<file path="src/rtl/spi_opseq_pkg.sv">
package spi_opseq_pkg;
    localparam int CMD_W = 14;
    localparam int OP_W  = 5;
    localparam int LEN_W = 9;

    typedef enum logic [2:0] {K_NOP, K_CS_HI, K_CS_LO, K_SEND, K_RECV} kind_t;
    typedef enum logic [1:0] {LN1 = 2'd0, LN2 = 2'd1, LN4 = 2'd2} lane_t;

    typedef struct packed {
        kind_t kind;
        lane_t lane;
        logic  turn;
    } dec_t;

    function automatic dec_t decode(input logic [OP_W-1:0] op);
        dec_t d;
        d.kind = K_NOP;
        d.lane = LN1;
        d.turn = 1'b0;
        if (op == 5'h00) d.kind = K_CS_HI;
        else if (op == 5'h01) d.kind = K_CS_LO;
        else if (op >= 5'h08 && op <= 5'h0A) begin
            d.kind = K_SEND;
            d.lane = lane_t'(2'(op - 5'h08));
        end else if (op == 5'h0C) begin
            d.kind = K_RECV;
            d.lane = LN1;
        end else if (op == 5'h0E) begin
            d.kind = K_RECV;
            d.lane = LN2;
        end else if (op == 5'h0F) begin
            d.kind = K_RECV;
            d.lane = LN4;
        end else if (op >= 5'h10 && op <= 5'h18) begin
            d.kind = K_SEND;
            d.turn = 1'b1;
            d.lane = lane_t'(2'((op - 5'h10) / 3));
        end
        return d;
    endfunction

    function automatic logic [3:0] lane_mask(input lane_t l);
        case (l)
            LN2:     return 4'b0011;
            LN4:     return 4'b1111;
            default: return 4'b0001;
        endcase
    endfunction
endpackage

</file>
<file path="src/rtl/spi_opseq_fifo.sv">
module spi_opseq_fifo #(
    parameter int W     = 8,
    parameter int DEPTH = 4
) (
    input  logic         clk,
    input  logic         rst,
    input  logic         push,
    input  logic [W-1:0] wdata,
    input  logic         pop,
    output logic [W-1:0] rdata,
    output logic         full,
    output logic         empty
);
    localparam int AW = (DEPTH > 1) ? $clog2(DEPTH) : 1;

    logic [W-1:0] mem [DEPTH];
    logic [AW:0]  wp, rp;
    logic [AW:0]  used;

    assign used  = wp - rp;
    assign full  = (used == (AW+1)'(DEPTH));
    assign empty = (wp == rp);
    assign rdata = mem[rp[AW-1:0]];

    always_ff @(posedge clk) begin
        if (rst) begin
            wp <= '0;
            rp <= '0;
        end else begin
            if (push && !full) begin
                mem[wp[AW-1:0]] <= wdata;
                wp <= wp + 1'b1;
            end
            if (pop && !empty) rp <= rp + 1'b1;
        end
    end

    assert_no_overflow_R6: assert property (@(posedge clk) disable iff (rst)
        used <= (AW+1)'(DEPTH));
endmodule

</file>
<file path="src/rtl/spi_opseq_engine.sv">
module spi_opseq_engine
    import spi_opseq_pkg::*;
(
    input  logic             clk,
    input  logic             rst,
    input  logic [CMD_W-1:0] cmd_head,
    input  logic             cmd_empty,
    output logic             cmd_pop,
    input  logic [7:0]       dat_head,
    input  logic             dat_empty,
    input  logic             dat_full,
    output logic             dat_pop,
    output logic             dat_push,
    output logic [7:0]       dat_push_data,
    output logic             tx_active,
    output logic             rx_active,
    output logic             sck,
    output logic             cs_n,
    output logic [3:0]       io_out,
    output logic [3:0]       io_oe,
    input  logic [3:0]       io_in
);
    typedef enum logic [1:0] {ST_IDLE, ST_TX, ST_RX} st_t;

    st_t              state;
    logic [LEN_W-1:0] cnt;
    logic [3:0]       steps;
    logic             busy;
    logic [7:0]       shreg;
    logic             turn_q;
    lane_t            lane_q;
    dec_t             dec;
    logic [LEN_W-1:0] head_len;
    logic [7:0]       tx_next, rx_next;
    logic             last_edge;

    assign dec       = decode(cmd_head[CMD_W-1:LEN_W]);
    assign head_len  = cmd_head[LEN_W-1:0];
    assign tx_active = (state == ST_TX);
    assign rx_active = (state == ST_RX);
    assign last_edge = busy && sck && (steps == 4'd1);

    always_comb begin
        case (lane_q)
            LN2: begin
                tx_next = {shreg[5:0], 2'b00};
                rx_next = {shreg[5:0], io_in[1:0]};
                io_out  = {2'b00, shreg[7:6]};
            end
            LN4: begin
                tx_next = {shreg[3:0], 4'b0000};
                rx_next = {shreg[3:0], io_in[3:0]};
                io_out  = shreg[7:4];
            end
            default: begin
                tx_next = {shreg[6:0], 1'b0};
                rx_next = {shreg[6:0], io_in[1]};
                io_out  = {3'b000, shreg[7]};
            end
        endcase
    end

    always_comb begin
        cmd_pop       = 1'b0;
        dat_pop       = 1'b0;
        dat_push      = 1'b0;
        dat_push_data = rx_next;
        case (state)
            ST_IDLE: if (!cmd_empty) begin
                if (dec.kind == K_SEND || dec.kind == K_RECV)
                    cmd_pop = (head_len == '0);
                else
                    cmd_pop = 1'b1;
            end
            ST_TX: begin
                if (!busy && !dat_empty) dat_pop = 1'b1;
                if (last_edge && cnt == LEN_W'(1)) cmd_pop = 1'b1;
            end
            ST_RX: if (last_edge) begin
                dat_push = 1'b1;
                if (cnt == LEN_W'(1)) cmd_pop = 1'b1;
            end
            default: ;
        endcase
    end

    always_ff @(posedge clk) begin
        if (rst) begin
            state  <= ST_IDLE;
            cnt    <= '0;
            steps  <= '0;
            busy   <= 1'b0;
            shreg  <= '0;
            turn_q <= 1'b0;
            lane_q <= LN1;
            sck    <= 1'b0;
            cs_n   <= 1'b1;
            io_oe  <= 4'b0000;
        end else begin
            case (state)
                ST_IDLE: if (!cmd_empty) begin
                    case (dec.kind)
                        K_CS_HI: cs_n <= 1'b1;
                        K_CS_LO: cs_n <= 1'b0;
                        K_SEND: if (head_len != '0) begin
                            state  <= ST_TX;
                            cnt    <= head_len;
                            lane_q <= dec.lane;
                            turn_q <= dec.turn;
                            io_oe  <= lane_mask(dec.lane);
                            busy   <= 1'b0;
                        end
                        K_RECV: if (head_len != '0) begin
                            state  <= ST_RX;
                            cnt    <= head_len;
                            lane_q <= dec.lane;
                            turn_q <= 1'b0;
                            io_oe  <= 4'b0000;
                            busy   <= 1'b0;
                        end
                        default: ;
                    endcase
                end
                ST_TX, ST_RX: begin
                    if (!busy) begin
                        if ((state == ST_TX) ? !dat_empty : !dat_full) begin
                            busy  <= 1'b1;
                            steps <= 4'(8 >> lane_q);
                            shreg <= (state == ST_TX) ? dat_head : 8'h00;
                        end
                    end else if (!sck) begin
                        sck <= 1'b1;
                    end else begin
                        sck   <= 1'b0;
                        shreg <= (state == ST_TX) ? tx_next : rx_next;
                        steps <= steps - 1'b1;
                        if (steps == 4'd1) begin
                            busy <= 1'b0;
                            cnt  <= cnt - 1'b1;
                            if (cnt == LEN_W'(1)) begin
                                state <= ST_IDLE;
                                if (turn_q) io_oe <= 4'b0000;
                            end
                        end
                    end
                end
                default: state <= ST_IDLE;
            endcase
        end
    end

    assert_halfduplex_R10: assert property (@(posedge clk) disable iff (rst)
        (state == ST_RX) |-> (io_oe == 4'b0000));
    assert_tx_stall_R7: assert property (@(posedge clk) disable iff (rst)
        (state == ST_TX && !busy && dat_empty) |=> !sck);
    assert_rx_room_R8: assert property (@(posedge clk) disable iff (rst)
        dat_push |-> !dat_full);
    assert_cmd_pop_R6: assert property (@(posedge clk) disable iff (rst)
        cmd_pop |-> !cmd_empty);
    assert_cs_hold_R2: assert property (@(posedge clk) disable iff (rst)
        (state != ST_IDLE) |=> $stable(cs_n));
endmodule

</file>
<file path="src/rtl/spi_opseq.sv">
module spi_opseq
    import spi_opseq_pkg::*;
#(
    parameter int CDEPTH = 4,
    parameter int DDEPTH = 4
) (
    input  logic             clk,
    input  logic             rst,
    input  logic [CMD_W-1:0] cmd_wdata,
    input  logic             cmd_push,
    output logic             cmd_full,
    output logic             cmd_empty,
    input  logic [7:0]       dat_wdata,
    input  logic             dat_push,
    output logic             dat_full,
    output logic             dat_empty,
    output logic [7:0]       dat_rdata,
    input  logic             dat_pop,
    output logic             spi_sck,
    output logic             spi_cs_n,
    output logic [3:0]       io_out,
    output logic [3:0]       io_oe,
    input  logic [3:0]       io_in
);
    logic [CMD_W-1:0] cmd_head;
    logic             cmd_pop;
    logic             e_pop, e_push, tx_act, rx_act;
    logic [7:0]       e_data;
    logic             q_push, q_pop;
    logic [7:0]       q_wdata;

    assign q_push  = e_push | (dat_push & !rx_act);
    assign q_wdata = e_push ? e_data : dat_wdata;
    assign q_pop   = e_pop | (dat_pop & !tx_act);

    spi_opseq_fifo #(.W(CMD_W), .DEPTH(CDEPTH)) u_cmdq (
        .clk(clk), .rst(rst), .push(cmd_push), .wdata(cmd_wdata),
        .pop(cmd_pop), .rdata(cmd_head), .full(cmd_full), .empty(cmd_empty)
    );

    spi_opseq_fifo #(.W(8), .DEPTH(DDEPTH)) u_datq (
        .clk(clk), .rst(rst), .push(q_push), .wdata(q_wdata),
        .pop(q_pop), .rdata(dat_rdata), .full(dat_full), .empty(dat_empty)
    );

    spi_opseq_engine u_eng (
        .clk(clk), .rst(rst),
        .cmd_head(cmd_head), .cmd_empty(cmd_empty), .cmd_pop(cmd_pop),
        .dat_head(dat_rdata), .dat_empty(dat_empty), .dat_full(dat_full),
        .dat_pop(e_pop), .dat_push(e_push), .dat_push_data(e_data),
        .tx_active(tx_act), .rx_active(rx_act),
        .sck(spi_sck), .cs_n(spi_cs_n), .io_out(io_out), .io_oe(io_oe),
        .io_in(io_in)
    );
endmodule

</file>
<file path="config.mk">
export PLATFORM = sky130hd
export DESIGN_NAME = spi_opseq
export DESIGN_NICKNAME = d
export VERILOG_FILES = /design/src/rtl/spi_opseq_pkg.sv /design/src/rtl/spi_opseq_fifo.sv /design/src/rtl/spi_opseq_engine.sv /design/src/rtl/spi_opseq.sv
export SDC_FILE = /design/constraint.sdc
export NUM_CORES = 1
export LEC_CHECK = 0
export ABC_AREA = 1
export BUFFER_PORTS_ARGS = -buffer_cell sky130_fd_sc_hd__clkbuf_2
export CORE_MARGIN = 3
export CORE_UTILIZATION = 45
export CTS_BUF_LIST = sky130_fd_sc_hd__clkbuf_8
export CTS_CLUSTER_DIAMETER = 60
export DETAILED_ROUTE_END_ITERATION = 16
export GPL_TIMING_DRIVEN = 0
export PLACE_DENSITY = 0.67
export REMOVE_ABC_BUFFERS = 1
export SYNTH_ARGS = -nofsm -noshare
export SYNTH_HDL_FRONTEND = slang
export SYNTH_HIERARCHICAL = 1
export SYNTH_SLANG_ARGS = --single-unit
</file>
<file path="constraint.sdc">
create_clock -name clk -period 4.4 [get_ports clk]
set_clock_uncertainty 0.1 [all_clocks]
set_input_delay 0.88 -clock clk [delete_from_list [all_inputs] [get_ports clk]]
set_output_delay 0.88 -clock clk [all_outputs]
set_load 0.005 [all_outputs]
</file>
==> metrics.md <==
| Metric | Value |
|---|---|
| Clock sinks | `136` |
| Setup slack at placement | `-1.29 ns` |
| Setup TNS Final | `0 ns` |
| Sequential fraction of the synthesis area | `52.2%` |
| Worst slew pin tran | `1.29 ns` |
| Adder-Cell Fraction of Synth Area | `5.44%` |
| Core area | `14800 µm²` |
| Arrival @ worst endpoint | `4.26 ns` |
| Setup crit end kind | `flop` |
| Tcrit/Tclk final | `90.7%` |
| Largest family of logic cells by synthesized area | `simple AND/OR/NAND/NOR gates` |
| Drt pass-1 iters | `5` |
| Htree depth | `4` |
| Synth warnings | `6` |
| I/O Pins | `53` |
| IO buf count | `52` |
| Seq pwr share | `33.7%` |
| Gr ovfl total | `0` |
| Worst-case vdd ir drop | `0.383 mV` |
| Area leader, netlist | `edfxtp_1` |
| EDFF count, synth | `88` |
| Hold Worst Slack | `0.372 ns` |
| Mux contribution to synthesized area | `0%` |
| WS Path Type | `reg2reg` |
| Logic pwr share | `46.9%` |
| Max Fclk | `250 MHz` |
| CP endpoint | `u_eng/io_oe[1]` |
| Area grow syn2layout | `12.9%` |
| Most common cell after layout, fill and taps aside | `nand2_1` |
| Power per Cell Area | `679 nW/µm²` |
| Worst R2R Setup Slack | `0.41 ns` |
| FF-to-FF path depth | `26` |
| Hpwl dp | `10300 µm` |
| Final setup vio count | `0` |
| Antenna violations before repair | `0` |
| Outcome | `finished clean` |
| GPL Wtd Cong | `0.830` |
| First-pass GRT wire length | `24200 µm` |
| Compound-gate portion of the synthesized area | `14.9%` |
| CP max FO | `28` |
| CP Data Required Time | `4.67 ns` |
| RSZ-0062 raised after global routing | `no` |
| Largest net degree at the start of global routing | `30` |
| CP Launch Type | `flop` |
| CP dominant cell by count | `nand2_1` |
| Top library cells by usage in the layout, fill and taps aside | `nand2_1 (138), inv_1 (89), edfxtp_1 (88), nor2_1 (82), o21ai_0 (69)` |
| Slew Viols, Final | `0` |
| Vias | `5444` |
| Critical path's top delay family | `simple AND/OR/NAND/NOR gates` |
| Largest cells by area after synthesis | `edfxtp_1 (38%), dfxtp_1 (14%), nand2_1 (7.5%)` |
| Cells after synthesis | `780` |
| CP max stage delay | `0.44 ns` |
| Synth Area in Simple Gates | `19.7%` |
| Avg WL per Cell | `14.6 µm` |
| Net count, final | `898` |
| Clock share of power | `19.5%` |
| Routed wire length | `15100 µm` |
| Die height | `130 µm` |
| Tmin final | `3.99 ns` |
| Number of max-cap violations | `0` |
| Post-synthesis cell type count | `47` |
| Hold Path Class | `reg2reg` |
| DR DRC count | `0` |
| Net Sw Power | `2.28 mW` |
| WP depth | `26` |
| Pint | `3.01 mW` |
| CTS tree | `yes` |
| Total Power | `5.29 mW` |
| Post-Synth XOR/XNOR Area | `0.127%` |
| Combined buffer and inverter count along the critical path | `1` |
| Post-synthesis area per instance | `8.85 µm²` |
| Seq cells post-synth | `136` |
| Post-route ant nets | `0` |
| GRT Overall Usage | `18.2%` |
| R2r endpoint | `u_eng/io_oe[1]` |
| Clock Path Buffers | `2` |
| Layout cells sized above 1 | `16.0%` |
| CTS root buf | `clkbuf_8` |
| Slew headroom | `13.2%` |
| Yosys top cell area share | `38.3%` |
| Via density | `5.26` |
| Starting Density | `46.8%` |
| Std-Cell Rows | `44` |
| Clock-pin slew on the worst setup and hold paths | `0.08 ns` |
| Die width | `130 µm` |
| Static leakage | `3.19 nW` |
| Initial DRC Count | `367` |
| Top_reg_cell synth | `edfxtp_1` |
| Switch share | `43.1%` |
| PnR worst setup slack | `0.408 ns` |
| Critical path's slowest cell | `dfxtp_4` |
| Clock latency on the worst-skew pair | `0.44 ns` |
| Final hold vios | `0` |
| TritonCTS Buffers | `17` |
| Post-Syn Area | `6900 µm²` |
| Die area | `16900 µm²` |
| Vias in the first global route | `5008` |
| Antenna cells | `0` |
| Post-synth ARST share | `0%` |
| Fill cells | `1400` |
==> power groups by stage <==
stage	logic (mW)	registers (mW)	clock network, mW
finish	2.48	1.78	1.03
global route	2.82	1.81	1.11
CTS	2.44	1.79	1.05
detailed placement	2.40	1.81	0
global placement	2.35	1.81	0
floorplan	1.81	1.75	0
==> through the flow <==
step,utilization [%],cell area (µm²),instances
global route,52.8,7790,1034
floorplan,-,6770,756
global placement,49.2,7260,992
finish,52.8,7790,1034
CTS,52.5,7740,1029
detailed placement,49.7,7330,996
==> layout make-up <==
| cell class | instances | area (µm²) | area share, % |
|---|---|---|---|
| multi-input combinational | 519 | 2810 | 36.1 |
| clock buffer | 17 | 234 | 3.00 |
| sequential | 136 | 3610 | 46.3 |
| tap | 184 | 230 | 2.95 |
| timing repair buffer | 62 | 358 | 4.59 |
| clock inverter | 15 | 159 | 2.04 |
| inverter | 101 | 390 | 5.01 |
==> cells by family (layout without fill, tap and decap cells) <==
kind of cell / count (synthesis) / in the layout
buffers and inverters: 126 / 195
and+or+nand+nor: 306 / 306
AOI/OAI and AO/OA: 180 / 180
other: 1 / 2
xor gates and xnor gates: 1 / 1
adders and majority gates: 30 / 30
DFF: 136 / 136
==> routing by layer <==
metal	wire, µm	track usage [%]	vias to the layer above	part of all wire, %
li1	-	-	2776	-
met3	759	4.34	13	5.0
met1	7050	23.7	2523	47
met5	0	0	-	0
met2	7200	30.4	132	48
met4	129	5.62	0	0.85
==> cell usage after synthesis (2+ instances only) <==
cell type and instances:
or2_2 2, nor3_1 11, inv_1 90, o21ai_1 14
a221oi_1 8, nand3_2 5, nand3_1 38, nand4_1 5
inv_2 9, a21oi_1 40, dfxtp_1 48, nand2_1 138
o21ai_0 69, clkinv_1 2, nand2_2 13, buf_2 6
a31oi_1 10, or2_1 2, a211oi_1 3, edfxtp_1 88
ha_1 30, o221ai_1 4, nor2_1 82, buf_4 2
o22ai_1 24, buf_6 4, clkbuf_1 13
==> registers in the layout, indices dropped and copies added (netlist names), 3 cells and up, named ones only <==
name and cells:
u_eng/steps 4, u_datq/wp 3, u_datq/rp 3, u_cmdq/mem 56, u_cmdq/rp 3, u_datq/mem 32
u_cmdq/wp 3, u_eng/cnt 9, u_eng/shreg 8, u_eng/io_oe 3
==> timing repair <==
item                                    CTS  global route
cloned                                    0             0
pin swaps                                 0             1
endpoints found under the setup margin   18             2
setup buffers                             1             5
resized for setup                         6             3
hold buffers                              0             0
==> worst min-delay path: stages, from the launching register on <==
cell     delay (ns)
dfxtp_1        0.31
nand2_1        0.06
a21oi_1        0.06
==> how the worst min path moves through the flow <==
stage	startpoint	to	slack, ns	cells after the start
after floorplan	u_eng/turn_q	u_eng/turn_q	0.34	2
after global placement	u_eng/steps[3]	u_eng/steps[3]	0.36	2
after detailed placement	u_eng/steps[3]	u_eng/steps[3]	0.36	2
after CTS	u_eng/steps[3]	u_eng/steps[3]	0.37	2
after global routing	u_eng/io_oe[0]	u_eng/io_oe[0]	0.39	2
final	u_eng/steps[3]	u_eng/steps[3]	0.37	2
Note: power is estimated with default switching activity, not from simulation.
